--- src/rtl/brg_pkg.sv ---
package brg_pkg;
    localparam int unsigned BRG_PRESCALE   = 13;
    localparam int unsigned BRG_TAP_BITS   = 8;
    localparam int unsigned BRG_OVERSAMPLE = 8;
endpackage

--- src/rtl/brg_prescaler.sv ---
module brg_prescaler #(
    parameter int unsigned PRESCALE = brg_pkg::BRG_PRESCALE
) (
    input  logic clk_i,
    input  logic rst_ni,
    output logic wrap_o
);
    localparam int unsigned PRE_W = $clog2(PRESCALE);

    logic [PRE_W-1:0] phase_q;

    assign wrap_o = (phase_q == PRE_W'(PRESCALE - 1));

    always_ff @(posedge clk_i or negedge rst_ni) begin
        if (!rst_ni) begin
            phase_q <= '0;
        end else if (wrap_o) begin
            phase_q <= '0;
        end else begin
            phase_q <= phase_q + PRE_W'(1);
        end
    end
endmodule

--- src/rtl/brg_tap_counter.sv ---
module brg_tap_counter #(
    parameter int unsigned TAP_BITS = brg_pkg::BRG_TAP_BITS,
    localparam int unsigned SEL_W   = $clog2(TAP_BITS)
) (
    input  logic             clk_i,
    input  logic             rst_ni,
    input  logic             step_i,
    input  logic [SEL_W-1:0] sel_i,
    output logic             tap_o
);
    logic [TAP_BITS-1:0] stage_q;
    logic [TAP_BITS-1:0] carry;

    for (genvar k = 0; k < TAP_BITS; k++) begin : g_carry
        assign carry[k] = &stage_q[k:0];
    end

    assign tap_o = step_i & carry[sel_i];

    always_ff @(posedge clk_i or negedge rst_ni) begin
        if (!rst_ni) begin
            stage_q <= '0;
        end else if (step_i) begin
            stage_q <= stage_q + TAP_BITS'(1);
        end
    end
endmodule

--- src/rtl/brg_oversample_div.sv ---
module brg_oversample_div #(
    parameter int unsigned OVERSAMPLE = brg_pkg::BRG_OVERSAMPLE
) (
    input  logic clk_i,
    input  logic rst_ni,
    input  logic tick_i,
    output logic last_o
);
    localparam int unsigned DIV_W = $clog2(OVERSAMPLE);

    logic [DIV_W-1:0] div_q;
    logic             at_end;

    assign at_end = (div_q == DIV_W'(OVERSAMPLE - 1));
    assign last_o = tick_i & at_end;

    always_ff @(posedge clk_i or negedge rst_ni) begin
        if (!rst_ni) begin
            div_q <= '0;
        end else if (tick_i) begin
            div_q <= at_end ? '0 : div_q + DIV_W'(1);
        end
    end
endmodule

--- src/rtl/brg_baud_gen.sv ---
module brg_baud_gen #(
    parameter int unsigned PRESCALE   = brg_pkg::BRG_PRESCALE,
    parameter int unsigned TAP_BITS   = brg_pkg::BRG_TAP_BITS,
    parameter int unsigned OVERSAMPLE = brg_pkg::BRG_OVERSAMPLE,
    localparam int unsigned SEL_W     = $clog2(TAP_BITS)
) (
    input  logic             clk_i,
    input  logic             rst_ni,
    input  logic [SEL_W-1:0] baud_sel_i,
    output logic             rxc_o,
    output logic             txc_o
);
    logic wrap;
    logic tap;
    logic last;
    logic rxc_q;
    logic txc_q;

    brg_prescaler #(.PRESCALE(PRESCALE)) u_pre (
        .clk_i  (clk_i),
        .rst_ni (rst_ni),
        .wrap_o (wrap)
    );

    brg_tap_counter #(.TAP_BITS(TAP_BITS)) u_tap (
        .clk_i  (clk_i),
        .rst_ni (rst_ni),
        .step_i (wrap),
        .sel_i  (baud_sel_i),
        .tap_o  (tap)
    );

    brg_oversample_div #(.OVERSAMPLE(OVERSAMPLE)) u_div (
        .clk_i  (clk_i),
        .rst_ni (rst_ni),
        .tick_i (tap),
        .last_o (last)
    );

    always_ff @(posedge clk_i or negedge rst_ni) begin
        if (!rst_ni) begin
            rxc_q <= 1'b0;
            txc_q <= 1'b0;
        end else begin
            rxc_q <= tap;
            txc_q <= last;
        end
    end

    assign rxc_o = rxc_q;
    assign txc_o = txc_q;
endmodule

--- config.mk ---
export PLATFORM = sky130hd
export DESIGN_NAME = brg_baud_gen
export DESIGN_NICKNAME = d
export VERILOG_FILES = /design/src/rtl/brg_pkg.sv /design/src/rtl/brg_prescaler.sv /design/src/rtl/brg_tap_counter.sv /design/src/rtl/brg_oversample_div.sv /design/src/rtl/brg_baud_gen.sv
export SDC_FILE = /design/constraint.sdc
export NUM_CORES = 1
export LEC_CHECK = 0
export BUFFER_PORTS_ARGS = -buffer_cell sky130_fd_sc_hd__buf_4
export CAP_MARGIN = 0
export CORE_ASPECT_RATIO = 1.1
export CORE_MARGIN = 1.5
export CORE_UTILIZATION = 30
export CTS_BUF_LIST = sky130_fd_sc_hd__clkbuf_4 sky130_fd_sc_hd__clkbuf_8
export DETAILED_ROUTE_END_ITERATION = 7
export GPL_TIMING_DRIVEN = 0
export SYNTH_ARGS = -nofsm -noshare
export SYNTH_HDL_FRONTEND = slang
export SYNTH_SLANG_ARGS = --single-unit
--- constraint.sdc ---
create_clock -name clk_i -period 2.1 [get_ports clk_i]
set_input_delay 0.21 -clock clk_i [delete_from_list [all_inputs] [get_ports clk_i]]
set_output_delay 0.21 -clock clk_i [all_outputs]
set_load 0.03 [all_outputs]
==> results.md <==
- The worst path meets setup with 137 ps of slack.
- Power spread over the standard cell area amounts to 550 nW/um2.
- The DRC violation count after routing is 0.
- After synthesis, the cell types taking the most area are sky130_fd_sc_hd__dfrtp_1 (50%), sky130_fd_sc_hd__ha_1 (10%), sky130_fd_sc_hd__nand2_1 (4.4%).
- The final antenna-violating net count is 0.
- The critical path in this run is classified as flip-flop to flip-flop.
- Entering global routing, the biggest net connects 18 pins.
- The clock reaches the later pin of the worst-skew pair after 280 ps.
- Counting cells, the worst reg-to-reg path comes to 7.
- The number of hold violations in the final report was 0.
- The die is 53.6 um wide.
- The first-pass iteration count of the detailed router is 4.
- The first global-routing pass estimated about 2.3 mm of wire.
- The share of layout cells above drive strength 1 is 17.0%.
- Derived from the worst setup path, the maximum achievable clock frequency is approximately 510 MHz.
- Once the floorplan was initialized, standard cells occupied 31.0% of the core.
- The mean routed wirelength per cell is 10.5 um.
- The number of H-tree levels is 1.
- Setup violations remaining at the end of the flow were counted as 0.
- The synthesized netlist occupies a cell area of 846 um2.
- The number of top-level pins is 7.
- The largest total area in the synthesized netlist belongs to sky130_fd_sc_hd__dfrtp_1.
- Counting I/O delays and the setup requirement, the final critical path takes 1960 ps.
- The kind of end point of the critical path is a flip-flop.
- Summing the areas of all compound-gate instances in the mapped netlist gives 7.69% of the synthesized area.
- The largest incremental delay on the critical path is 430 ps.
- The synthesis-to-finish area growth is 16.3%.
- The post-synthesis sequential area ratio is 50.3%.
- The floorplan step defined a die boundary enclosing 3150 um2.
- The post-DP HPWL is 954 um.
- The flow ran to the end, and the final reports show no timing, DRC or antenna violations.
- The initialized floorplan defines 20 standard-cell rows.
- The dominant cell type by count on the critical path is sky130_fd_sc_hd__ha_1.
- The average footprint of a synthesized cell is between 10 and 15 um2.
- The post-synthesis instance total is 77.
- The relative slew slack is between 60% and 70%.
- The longest clock path from root to sink contains 2 buffers.
- At the end of the flow the core is filled with cells to 36.1%.
- The number of buffers created by CTS is 3.
- The worst setup path startpoint is u_tap.stage_q[0].
- The total overflow left after global routing is 0.
- The warning count from the yosys run is 0.
- At the end of the flow, the number of nets in the layout was 101.
- The standard cell core area is 2730 um2.
- Summing the areas of all xor and xnor instances in the mapped netlist gives 6.21% of the synthesized area.
- The final critical path takes up 93.5% of the cycle.
- The startpoint identified for the worst register-to-register timing path is u_tap.stage_q[0].
- The setup TNS is 0 ps.
- The worst vdd rail ir drop is approximately 0.00034 V.
- The minimum setup slack among reg-to-reg paths is about 140 ps.
- The top cell type by area accounts for 50.3% of the synthesized area.
- In this run the vertical extent of the chip is 58.7 um.
- The total wire length after detailed routing is 1.27 mm.
- The total clock sinks is 17.
- The critical path launch point type is a flip-flop.
- The count of input and output buffers is 6.
- The synthesized netlist net count is 89.
- The worst hold path belongs to the class input port to asynchronous set/reset pin.
- In this run the static leakage power is about 0.48 nW.
- The largest individual stage delay along the critical path comes from the cell sky130_fd_sc_hd__dfrtp_1.
- Along the worst path, the maximum fanout reaches 5.
- Clock-pin slew was measured on the worst setup and hold paths at 90 ps.
- The TritonCTS clock tree is done.
- The last weighted congestion value of the routability-driven placer is around 0.73.
- The most common library cell in the layout ignoring fill and taps is sky130_fd_sc_hd__dfrtp_1.
- The actual slew at the worst max-slew pin is ~460 ps.
- The adder and majority gate portion of the synthesized area is 10.4%.
- The register bit count reported by yosys is 17.
- In this run, distinct cell masters in the synthesized netlist total 22.
- The cell at the root of the clock tree is sky130_fd_sc_hd__clkbuf_4.
- For the worst setup path, the data required time is 2260 ps.
- Summing the areas of all and, or, nand and nor instances in the mapped netlist gives 16.7% of the synthesized area.
- In the global route stage, overall resource usage came out at 9.93%.
- The initial DRC count is 9.
- Before CTS, the worst setup slack after placement is 96.2 ps.
- The number of max-slew violations in the final report was 0.
- Clock skew on the completed layout was measured at approximately 4.2 ps.
- Summing all non-filler instances in the final layout gives an area of approximately 980 um2.
- Data arrives at the worst endpoint at 2120 ps.
- For this block, the via count after detailed routing is roughly 550.
- The initial antenna violation count is 0.
- Setup repair after global routing left no endpoint under its margin.
- The fraction of synthesized area in multiplexers is between 5 and 6%.
- The number of global-route vias before repair came to 560.
- The placed instances occupy a cell area of 932 um2.
- The via density per instance is 4.51.
- After synthesis, the largest family of logic cells by area is simple AND/OR/NAND/NOR gates.
- The signal on the critical path passes through ha_1 > nand3_1 > inv_1 > ha_1 > a21bo_2 > o221ai_4 > mux2_1.
- In the layout the commonest cells are sky130_fd_sc_hd__dfrtp_1 (17), sky130_fd_sc_hd__nand2_1 (10), sky130_fd_sc_hd__inv_1 (8).
- The number of inserted diodes is 0.
- Across the run, the number of max-cap violations was 0.
cells by family (layout without fill, tap and decap cells):
kind of cell / after synthesis / count (layout)
xor+xnor: 6 / 6
compound gates: 7 / 7
simple gates: 28 / 28
flops: 17 / 17
buf+inv: 8 / 19
fa+ha+maj: 7 / 7
mux: 4 / 4
path summary, 6_finish.rpt:
check                                   end
setup reg to reg             u_div.div_q[0]
hold reg to reg            u_tap.stage_q[7]
max in group asynchronous             rxc_o
hold / removal             u_tap.stage_q[4]
setup / recovery             u_div.div_q[0]
min in group clk_i                    rxc_o
power by group:
group          switching [mW]  total, mW  leakage, nW  internal, mW
sequential            0.00276      0.334        0.215         0.331
combinational          0.0165     0.0303        0.246        0.0138
clock                  0.0898      0.176       0.0184        0.0865
total                   0.109      0.541        0.480         0.432
metrics by stage:
stage | power, mW | instances | hold slack (ps)
final | 0.541 | 121 | 326
after global routing | 0.570 | 121 | 339
after global placement | 0.368 | 116 | 83.7
after CTS | 0.553 | 121 | 315
after detailed placement | 0.369 | 116 | 86.0
after floorplan | 0.352 | 77 | -85.6
critical path, delay by kind of cell, from the launching register on:
| kind | cells | cell delay [ps] |
|---|---|---|
| muxes | 1 | 360 |
| adders and majority gates | 2 | 440 |
| DFF | 1 | 430 |
| buffers and inverters | 1 | 60 |
| AOI/OAI and AO/OA | 2 | 430 |
| and+or+nand+nor | 1 | 130 |
layout make-up:
type                            instances  area (um2)
Timing Repair Buffer                    7        55.1
Inverter                                8        30.0
Sequential cell                        17         425
Clock buffer                            4        30.0
Fill cell                             269        1740
Multi-Input combinational cell         52         402
Tap cell                               33        41.3
synthesized netlist by cell type (all sizes together):
master and number:
o41ai 1, nor4b 1, dfrtp 17, xnor2 4
and3 1, a21bo 1, a221oi 1, and3b 1
nor2 7, nand2 10, a211oi 1, a21oi 1
ha 7, xor2 2, o21ai 1, o221ai 1
mux2 3, nor3 3, inv 8, mux2i 1
nand3 5
sequential cells by signal (all words and copies together), names as in the netlist:
name / cells
u_div.div_q: 3
txc_o: 1
u_tap.stage_q: 8
rxc_o: 1
u_pre.phase_q: 4
layer usage:
layer | GRT usage [%] | share of wire, % | vias to the layer above
li1 | - | - | 283
met1 | 12.8 | 50 | 257
met2 | 15.2 | 47 | 4
met3 | 2.28 | 1.9 | 2
met4 | 5.49 | 1.2 | 0
met5 | 0 | 0 | -
timing repair:
action	in CTS	in global routing
hold buffers	1	0
hold endpoints to repair	17	0
gates resized for setup	0	1
setup buffers	0	0
setup endpoints to repair	0	3
Note: power is estimated with default switching activity, not from simulation.
